`src/rtl/spi_eng_pkg.sv`:
```
`timescale 1ns/1ps
package spi_eng_pkg;
    typedef enum logic [2:0] {
        ST_IDLE,
        ST_LOAD,
        ST_LEAD,
        ST_TRAIL,
        ST_DONE
    } eng_state_t;

    localparam int MODE_PHASE = 0;
    localparam int MODE_POL   = 1;
    localparam int MODE_3W    = 2;
    localparam int MODE_W     = 3;

    localparam int FLAG_WR = 0;
    localparam int FLAG_RD = 1;
    localparam int FLAG_W  = 2;
endpackage

```
`src/rtl/spi_eng_divider.sv`:
```
`timescale 1ns/1ps
module spi_eng_divider #(
    parameter int DIV_W = 8
) (
    input  logic             clk,
    input  logic             rst_n,
    input  logic             clear,
    input  logic [DIV_W-1:0] div,
    output logic             tick
);
    logic [DIV_W-1:0] cnt;

    assign tick = !clear && (cnt == '0);

    always_ff @(posedge clk) begin
        if (!rst_n)
            cnt <= '0;
        else if (clear || tick)
            cnt <= div;
        else
            cnt <= cnt - 1'b1;
    end
endmodule

```
`src/rtl/spi_eng_shifter.sv`:
```
`timescale 1ns/1ps
module spi_eng_shifter #(
    parameter int WORD_W = 8
) (
    input  logic              clk,
    input  logic              rst_n,
    input  logic              load,
    input  logic [WORD_W-1:0] load_val,
    input  logic              capture,
    input  logic              shift,
    input  logic              sdi,
    output logic              msb,
    output logic [WORD_W-1:0] word_in
);
    logic [WORD_W-1:0] sreg;
    logic              samp;

    assign msb     = sreg[WORD_W-1];
    assign word_in = {sreg[WORD_W-2:0], samp};

    always_ff @(posedge clk) begin
        if (!rst_n) begin
            sreg <= '0;
            samp <= 1'b0;
        end else begin
            if (load)
                sreg <= load_val;
            else if (shift)
                sreg <= word_in;
            if (capture)
                samp <= sdi;
        end
    end
endmodule

```
`src/rtl/spi_eng_rxhold.sv`:
```
`timescale 1ns/1ps
module spi_eng_rxhold #(
    parameter int WORD_W = 8
) (
    input  logic              clk,
    input  logic              rst_n,
    input  logic              push,
    input  logic [WORD_W-1:0] word,
    input  logic              rx_ready,
    output logic              rx_valid,
    output logic [WORD_W-1:0] rx_data
);
    always_ff @(posedge clk) begin
        if (!rst_n) begin
            rx_valid <= 1'b0;
            rx_data  <= '0;
        end else if (push) begin
            rx_valid <= 1'b1;
            rx_data  <= word;
        end else if (rx_valid && rx_ready) begin
            rx_valid <= 1'b0;
        end
    end
endmodule

```
`src/rtl/spi_eng_ctrl.sv`:
```
`timescale 1ns/1ps
module spi_eng_ctrl
    import spi_eng_pkg::*;
#(
    parameter int WORD_W = 8,
    parameter int LEN_W  = 8,
    parameter int DIV_W  = 8
) (
    input  logic              clk,
    input  logic              rst_n,
    input  logic              start,
    input  logic [LEN_W-1:0]  xfer_len,
    input  logic [FLAG_W-1:0] xfer_flags,
    input  logic [MODE_W-1:0] mode,
    input  logic [DIV_W-1:0]  clk_div,
    input  logic              tick,
    input  logic              tx_valid,
    input  logic              rx_pending,
    output logic [DIV_W-1:0]  div_val,
    output logic              div_clear,
    output logic              load,
    output logic              capture,
    output logic              shift,
    output logic              push,
    output logic              tx_take,
    output logic              busy,
    output logic              done,
    output logic              sclk,
    output logic              write_en,
    output logic              line_drive
);
    localparam int BIT_W = $clog2(WORD_W);
    localparam logic [BIT_W-1:0] TOP_BIT = BIT_W'(WORD_W - 1);

    eng_state_t       state, state_nxt;
    logic [LEN_W-1:0] words_left;
    logic [BIT_W-1:0] bit_left;
    logic             wr_q, rd_q, pha_q, pol_q, tw_q;
    logic [DIV_W-1:0] div_q;
    logic             go, last_bit, last_word;
    logic             pol_src, pha_src, sclk_nxt, sclk_q;

    assign go        = (!wr_q || tx_valid) && (!rd_q || !rx_pending);
    assign last_bit  = (bit_left == '0);
    assign last_word = (words_left == '0);

    // next-state logic
    always_comb begin
        state_nxt = state;
        unique case (state)
            ST_IDLE:  if (start) state_nxt = ST_LOAD;
            ST_LOAD:  if (go)    state_nxt = ST_LEAD;
            ST_LEAD:  if (tick)  state_nxt = ST_TRAIL;
            ST_TRAIL: if (tick)  state_nxt = !last_bit ? ST_LEAD :
                                             (last_word ? ST_DONE : ST_LOAD);
            ST_DONE:             state_nxt = ST_IDLE;
            default:             state_nxt = ST_IDLE;
        endcase
    end

    // state register
    always_ff @(posedge clk) begin
        if (!rst_n)
            state <= ST_IDLE;
        else
            state <= state_nxt;
    end

    // transfer context
    always_ff @(posedge clk) begin
        if (!rst_n) begin
            words_left <= '0;
            bit_left   <= '0;
            wr_q       <= 1'b0;
            rd_q       <= 1'b0;
            pha_q      <= 1'b0;
            pol_q      <= 1'b0;
            tw_q       <= 1'b0;
            div_q      <= '0;
        end else begin
            if (state == ST_IDLE && start) begin
                words_left <= xfer_len;
                wr_q       <= xfer_flags[FLAG_WR];
                rd_q       <= xfer_flags[FLAG_RD];
                pha_q      <= mode[MODE_PHASE];
                pol_q      <= mode[MODE_POL];
                tw_q       <= mode[MODE_3W];
                div_q      <= clk_div;
            end
            if (state == ST_LOAD && go)
                bit_left <= TOP_BIT;
            if (state == ST_TRAIL && tick) begin
                if (!last_bit)
                    bit_left <= bit_left - 1'b1;
                else if (!last_word)
                    words_left <= words_left - 1'b1;
            end
        end
    end

    // serial clock level follows the state being entered
    assign pol_src = (state == ST_IDLE) ? mode[MODE_POL]   : pol_q;
    assign pha_src = (state == ST_IDLE) ? mode[MODE_PHASE] : pha_q;

    always_comb begin
        unique case (state_nxt)
            ST_LEAD:  sclk_nxt = pol_src ^ pha_src;
            ST_TRAIL: sclk_nxt = ~(pol_src ^ pha_src);
            default:  sclk_nxt = pol_src;
        endcase
    end

    always_ff @(posedge clk) begin
        if (!rst_n)
            sclk_q <= 1'b0;
        else
            sclk_q <= sclk_nxt;
    end

    // outputs
    always_comb begin
        busy       = (state != ST_IDLE);
        done       = (state == ST_DONE);
        div_clear  = !(state == ST_LEAD || state == ST_TRAIL);
        load       = (state == ST_LOAD) && go;
        tx_take    = (state == ST_LOAD) && go && wr_q;
        capture    = (state == ST_LEAD) && tick;
        shift      = (state == ST_TRAIL) && tick && !last_bit;
        push       = (state == ST_TRAIL) && tick && last_bit && rd_q;
        write_en   = wr_q;
        line_drive = !(busy && tw_q && rd_q && !wr_q);
        div_val    = div_q;
        sclk       = sclk_q;
    end
endmodule

```
`src/rtl/spi_shift_engine.sv`:
```
`timescale 1ns/1ps
module spi_shift_engine
    import spi_eng_pkg::*;
#(
    parameter int WORD_W = 8,
    parameter int LEN_W  = 8,
    parameter int DIV_W  = 8
) (
    input  logic              clk,
    input  logic              rst_n,
    input  logic              start,
    input  logic [LEN_W-1:0]  xfer_len,
    input  logic [1:0]        xfer_flags,
    input  logic [2:0]        mode,
    input  logic [DIV_W-1:0]  clk_div,
    output logic              busy,
    output logic              done,
    input  logic [WORD_W-1:0] tx_data,
    input  logic              tx_valid,
    output logic              tx_ready,
    output logic [WORD_W-1:0] rx_data,
    output logic              rx_valid,
    input  logic              rx_ready,
    output logic              sclk,
    output logic              sdo,
    output logic              sdo_oe,
    input  logic              sdi
);
    logic [DIV_W-1:0]  div_val;
    logic              div_clear, tick;
    logic              load, capture, shift, push, tx_take, write_en, line_drive;
    logic              msb;
    logic [WORD_W-1:0] word_in, load_val;

    spi_eng_ctrl #(.WORD_W(WORD_W), .LEN_W(LEN_W), .DIV_W(DIV_W)) u_ctrl (
        .clk(clk), .rst_n(rst_n), .start(start), .xfer_len(xfer_len),
        .xfer_flags(xfer_flags), .mode(mode), .clk_div(clk_div), .tick(tick),
        .tx_valid(tx_valid), .rx_pending(rx_valid), .div_val(div_val),
        .div_clear(div_clear), .load(load), .capture(capture), .shift(shift),
        .push(push), .tx_take(tx_take), .busy(busy), .done(done), .sclk(sclk),
        .write_en(write_en), .line_drive(line_drive)
    );

    spi_eng_divider #(.DIV_W(DIV_W)) u_div (
        .clk(clk), .rst_n(rst_n), .clear(div_clear), .div(div_val), .tick(tick)
    );

    assign load_val = write_en ? tx_data : '0;

    spi_eng_shifter #(.WORD_W(WORD_W)) u_shift (
        .clk(clk), .rst_n(rst_n), .load(load), .load_val(load_val),
        .capture(capture), .shift(shift), .sdi(sdi), .msb(msb), .word_in(word_in)
    );

    spi_eng_rxhold #(.WORD_W(WORD_W)) u_rx (
        .clk(clk), .rst_n(rst_n), .push(push), .word(word_in),
        .rx_ready(rx_ready), .rx_valid(rx_valid), .rx_data(rx_data)
    );

    assign tx_ready = tx_take;
    assign sdo      = write_en & msb;
    assign sdo_oe   = line_drive;
endmodule

```
`config.mk`:
```
export PLATFORM = sky130hd
export DESIGN_NAME = spi_shift_engine
export DESIGN_NICKNAME = d
export VERILOG_FILES = /design/src/rtl/spi_eng_pkg.sv /design/src/rtl/spi_eng_divider.sv /design/src/rtl/spi_eng_shifter.sv /design/src/rtl/spi_eng_rxhold.sv /design/src/rtl/spi_eng_ctrl.sv /design/src/rtl/spi_shift_engine.sv
export SDC_FILE = /design/constraint.sdc
export NUM_CORES = 1
export LEC_CHECK = 0
export BUFFER_PORTS_ARGS = -buffer_cell sky130_fd_sc_hd__buf_2
export CORE_ASPECT_RATIO = 0.6
export CORE_UTILIZATION = 30
export CTS_CLUSTER_DIAMETER = 200
export CTS_CLUSTER_SIZE = 30
export DETAILED_ROUTE_END_ITERATION = 8
export PLACE_DENSITY = 0.55
export SLEW_MARGIN = 20
export SYNTH_ARGS = -nofsm -noshare
export SYNTH_HDL_FRONTEND = slang
export SYNTH_SLANG_ARGS = --single-unit
```
`constraint.sdc`:
```
create_clock -name clk -period 2.9 [get_ports clk]
set_clock_uncertainty 0.1 [all_clocks]
set_input_delay 0.58 -clock clk [delete_from_list [all_inputs] [get_ports clk]]
set_output_delay 0.58 -clock clk [all_outputs]
set_load 0.02 [all_outputs]
```
; Word-level counts from Yosys, hierarchy flattened
; Index checks and enable logic that the tools add are counted.
[word_totals]
latchBits = 0
inputBits = 35
n_memories = 0
mem_bits_rw = 0
rom_bits = 0
regBits = 54
[classes]
mul = 0
shifts = 0
eq_ne = 6
n_bitwise = 3
reduce_logical = 31
mux = 23
order_cmp = 0
div_mod_pow = 0
addsub = 3
[ops]
columns = operator, count
row1 = $mux 8, 8
row2 = $mux 3, 9
row3 = $logic_not 8->1, 2
row4 = $sub 8x1->8 const B, 2
row5 = $logic_and 1x1->1, 14
row6 = $eq 3x2->1 const B, 4
row7 = $pmux 3 s4, 1
row8 = $logic_not 1->1, 6
row9 = $logic_not 3->1, 2
row10 = $logic_or 1x1->1, 4
row11 = $mux 1, 4
row12 = $reduce_bool 2->1, 2
row13 = $eq 3x1->1 const B, 1
row14 = $eq 3x3->1 const B, 1
row15 = $reduce_bool 3->1, 1
row16 = $sub 3x1->3 const B, 1
row17 = $pmux 1 s2, 1
row18 = $and 1x1->1, 1
row19 = $not 1->1, 1
row20 = $xor 1x1->1, 1

; Longest topological paths before layout
[logic_depth]
ltp_word = 7
depth_mapped = 8
depth_no_buf = 7

; By module
; From an unflattened synthesis, not the netlist that was laid out.
[hier_totals]
cells_unflattened = 308
hier_area_um2 = 2812.7
[modules_own_cells]
columns = mod, cells_per_inst, area_per_inst_um2, seq_area_each_um2, n_inst
row1 = spi_eng_ctrl, 184, 1485.2, 560.5, 1
row2 = spi_eng_shifter, 39, 484.2, 180.2, 1
row3 = spi_eng_divider, 48, 451.7, 160.2, 1
row4 = spi_eng_rxhold, 28, 335.3, 180.2, 1
row5 = spi_shift_engine, 9, 56.3, 0.0, 1

; Least setup slack after synthesis
; No wires, ideal clock.
[synth_timing]
path_type = input-to-output
from = input port tx_valid
to = output port tx_ready
path_slack_ns = 0.782
required_ns = 2.220
path_stages = 4
path_buffers = 1
t_arrival_ns = 1.438
cell_sequence = o211a_1 > nand2_1 > clkbuf_1 > nor2_1
[synth_via]
elab_chain_cells = 4
[synth_rtl]
columns = item, line
row1 = from (decl), spi_shift_engine.sv:19  ; input logic tx_valid,
row2 = $logic_or 1x1->1, spi_eng_ctrl.sv:43  ; assign go = (!wr_q || tx_valid) && (!rd_q || !rx_pending);
row3 = $logic_and 1x1->1, spi_eng_ctrl.sv:43
row4 = $logic_and 1x1->1 (2 in series), spi_eng_ctrl.sv:126  ; tx_take = (state == ST_LOAD) && go && wr_q;
row5 = to (decl), spi_shift_engine.sv:20  ; output logic tx_ready,
; No other way between the ends.

; Worst setup path in the final report
[layout_timing]
from = register u_ctrl.state[2]
to = output port sdo_oe
[layout_via]
elab_chain_cells = 5
[layout_rtl]
columns = item, line
row1 = from (decl), spi_eng_ctrl.sv:35  ; eng_state_t state, state_nxt;
row2 = from (signal assigned), spi_eng_ctrl.sv:66  ; state <= state_nxt;
row3 = $reduce_bool 3->1, spi_eng_ctrl.sv:122  ; busy = (state != ST_IDLE);
row4 = $logic_and 1x1->1 (3 in series), spi_eng_ctrl.sv:131  ; line_drive = !(busy && tw_q && rd_q && !wr_q);
row5 = $logic_not 1->1, spi_eng_ctrl.sv:131
row6 = to (decl), spi_shift_engine.sv:26  ; output logic sdo_oe,
; No other way between the ends.

==> impl_metrics.ini <==
[synth]
synth-main-ff-cell = dfxtp_1
synthDistinctLibCells = 50
ys_seq_area_share_pct = 42.50
ys_async_sr_fraction_pct = 0
synth_edf_count = 0
syn_area_per_cell_sq_um = 8.367
synth_cells = 304
synth.net_count = 344
ys_warn_count = 0
synthesis.area_sq_um = 2544
synth-seq-cells = 54

[clocking]
post-cts-setup-buffer-count = 0
cts_tree = done
cts_htree_levels = 2
cts_max_path_buffers = 2
clkLatencyLatePin_ns = 0.29
cts_sinks = 54
numCtsBuffers = 5
cts_resized = 0
hold_buffers = 0
path_clk_slew_ns = 0.07
root_buffer = clkbuf_16

[sta]
fin_crit_ns = 2.415
worst-slew-pin-transition_ns = 0.6790
drv_slew = 0
fmax_mhz = 414.0
fin_tns_setup_ns = 0
finalHoldViolCount = 0
setup_ws_ns = 0.4848
max_slew_margin_pct = 54.63
holdWs_ns = 0.3533
period_share_pct = 83.28
rsz0062_at_grt = false
setup_viol = 0

[power_and_ir_drop]
p_clk_share_pct = 27.1
power.share.sequential_pct = 39.0
irDropWorstVdd_v = 0.0003326
switching_share_pct = 35.79
p_per_area_nw_per_um2 = 827.9
intPower_w = 0.001642
leakage_nw = 1.227
combPwrFrac_pct = 34.0
power_switching_w = 0.0009154

[hold_path]
holdCritPathClass = reg2reg
whs_path_depth = 2

[routing]
first_pass_iters = 4
drt_iter0_drc = 149
post-route-drc-count = 0
wl_um = 6362
wl_per_cell_um = 13.80
drtAntennaViolNets = 0
viasPerCell = 4.855
vias = 2238

[die]
fp.dieW_um = 120.9
ioPinCount = 50
core_area_sq_um = 8039
die_h_um = 73.33
start_util_pct = 31.64
rows = 25
die-area_sq_um = 8863

[setup_path]
cp_slowest_stage_delay_ns = 0.57
worstPathArrival_ns = 1.74
crit_type = reg2out
reg2regPathDepth = 7
cp_max_fo = 11
crit_required_ns = 2.22
crit_path_end_kind = output pin
cp-start-kind = flip-flop
cp_slowest_cell = nor3_1
crit_chain = nor3_1 > inv_1 > nand4_1 > buf_2

[global_route]
grt_first_pass_wirelength_um = 10540
grt_pass1_vias = 2076
antenna_found_initial = 0
overflow = 0
grtUsageTotal_pct = 15.71
grt_max_degree = 26

[finish]
multi_input_area_sq_um = 1346
antenna_cells = 0
utilization_pct = 38.43
drive_above_1_share_pct = 20.96
syn2layout_area_growth_pct = 21.45
nFillCells = 852
fin_nets = 392
final-seq-area_sq_um = 1081

[place]
hpwl_um = 4775
gp_congestion = 0.7442
dp_slack_ns = 0.6334
numPortBuffers = 49

[job]
maxCapViolations = 0

[status]
outcome = finished, final reports clean
==> path summary, 6_finish.rpt <==
check / start / to / slack (ns)
max: u_ctrl.state[2] / sdo_oe / 0.48
min: u_rx.rx_data[6] / u_rx.rx_data[6] / 0.35
max reg2reg: u_ctrl.words_left[0] / u_ctrl.sclk / 0.56
min reg2reg: u_rx.rx_data[6] / u_rx.rx_data[6] / 0.35
==> power groups by stage <==
stage	clock, W	sequential (W)	combinational [W]
finish	0.000693	0.000996	0.000869
global route	0.000752	0.00102	0.000977
CTS	0.000722	0.000995	0.000869
detailed placement	0	0.00101	0.000862
global placement	0	0.00101	0.000859
floorplan	0	0.000974	0.000669
==> worst max-delay path, delay by kind of cell (launching register included) <==
kind                   cells  cell delay, ns
DFF                        1            0.43
buffers and inverters      2            0.32
and+or+nand+nor            2            0.69
==> final cells by class <==
cell class | instances | share of cell area (%)
inverter | 11 | 1.337
clock buffer | 5 | 4.050
clock inverter | 3 | 1.539
sequential | 54 | 34.99
tap | 108 | 4.374
timing repair buffer | 58 | 10.13
multi-input combinational | 222 | 43.58
==> cell families after synthesis <==
group / Yosys count / share of synthesized area [%]
and+or+nand+nor: 117 / 23.02
AOI/OAI and AO/OA: 80 / 19.87
DFF: 54 / 42.50
buffers and inverters: 28 / 4.574
muxes: 12 / 4.821
xor gates and xnor gates: 8 / 2.755
adders and majority gates: 5 / 2.459
==> layout by cell type (no fill, tap or decap), drive strengths merged, types with 2 or more instances in the layout <==
| cell | n |
|---|---|
| nor3b | 2 |
| o211ai | 2 |
| mux2 | 2 |
| xor2 | 5 |
| nand2b | 3 |
| clkbuf | 5 |
| o21ai | 7 |
| nand2 | 48 |
| a2bb2oi | 2 |
| o21a | 2 |
| nor3 | 12 |
| inv | 12 |
| ha | 5 |
| dfxtp | 54 |
| or4 | 2 |
| a211oi | 18 |
| o211a | 2 |
| nor2 | 21 |
| nand3 | 13 |
| xnor2 | 3 |
| a21oi | 36 |
| a32oi | 2 |
| and2 | 5 |
| nor4 | 3 |
| buf | 58 |
| mux2i | 10 |
==> state kept, by name, indices dropped and copies added, names as in the netlist <==
name	cells
u_rx.rx_data	8
u_shift.samp	1
u_ctrl.div_val	8
u_ctrl.state	3
u_ctrl.tw_q	1
u_ctrl.pol_q	1
u_shift.sreg	8
u_ctrl.words_left	8
u_div.cnt	8
u_ctrl.sclk	1
u_ctrl.pha_q	1
u_ctrl.rd_q	1
u_ctrl.bit_left	3
u_ctrl.write_en	1
u_rx.rx_valid	1
==> cells in the mapped netlist, drive strengths merged (2+ instances only) <==
library cell	instances	area (sq um)
a211oi	18	135.1
a21oi	36	180.2
a2bb2oi	2	17.52
a32oi	2	17.52
and2	5	31.28
buf	4	26.27
clkbuf	13	48.80
dfxtp	54	1081
ha	5	62.56
inv	11	41.29
mux2	2	22.52
mux2i	10	100.1
nand2	48	182.7
nand2b	3	18.77
nand3	13	65.06
nor2	21	78.83
nor3	12	71.32
nor3b	2	15.01
nor4	3	40.04
o211a	2	20.02
o211ai	2	15.01
o21a	2	15.01
o21ai	7	35.03
or4	2	18.77
xnor2	3	26.28
xor2	5	43.79
==> routing by layer <==
layer | track usage (%) | vias up | share of wire, %
met5 | 0 | - | 0
met4 | 4.115 | 0 | 0.46
met3 | 4.814 | 2 | 6.8
met1 | 24.75 | 1013 | 56
met2 | 19.75 | 46 | 36
li1 | - | 1177 | -
==> through the flow <==
| step | std cells | total power (W) | area [sq um] |
|---|---|---|---|
| 2_1_floorplan | 304 | 0.001643 | 2544 |
| 3_3_place_gp | 453 | 0.001867 | 2917 |
| 3_5_place_dp | 453 | 0.001872 | 2917 |
| 4_1_cts | 461 | 0.002586 | 3089 |
| 5_1_grt | 461 | 0.002745 | 3089 |
| 6_report | 461 | 0.002558 | 3089 |
Power figures use the tool's default switching activity.
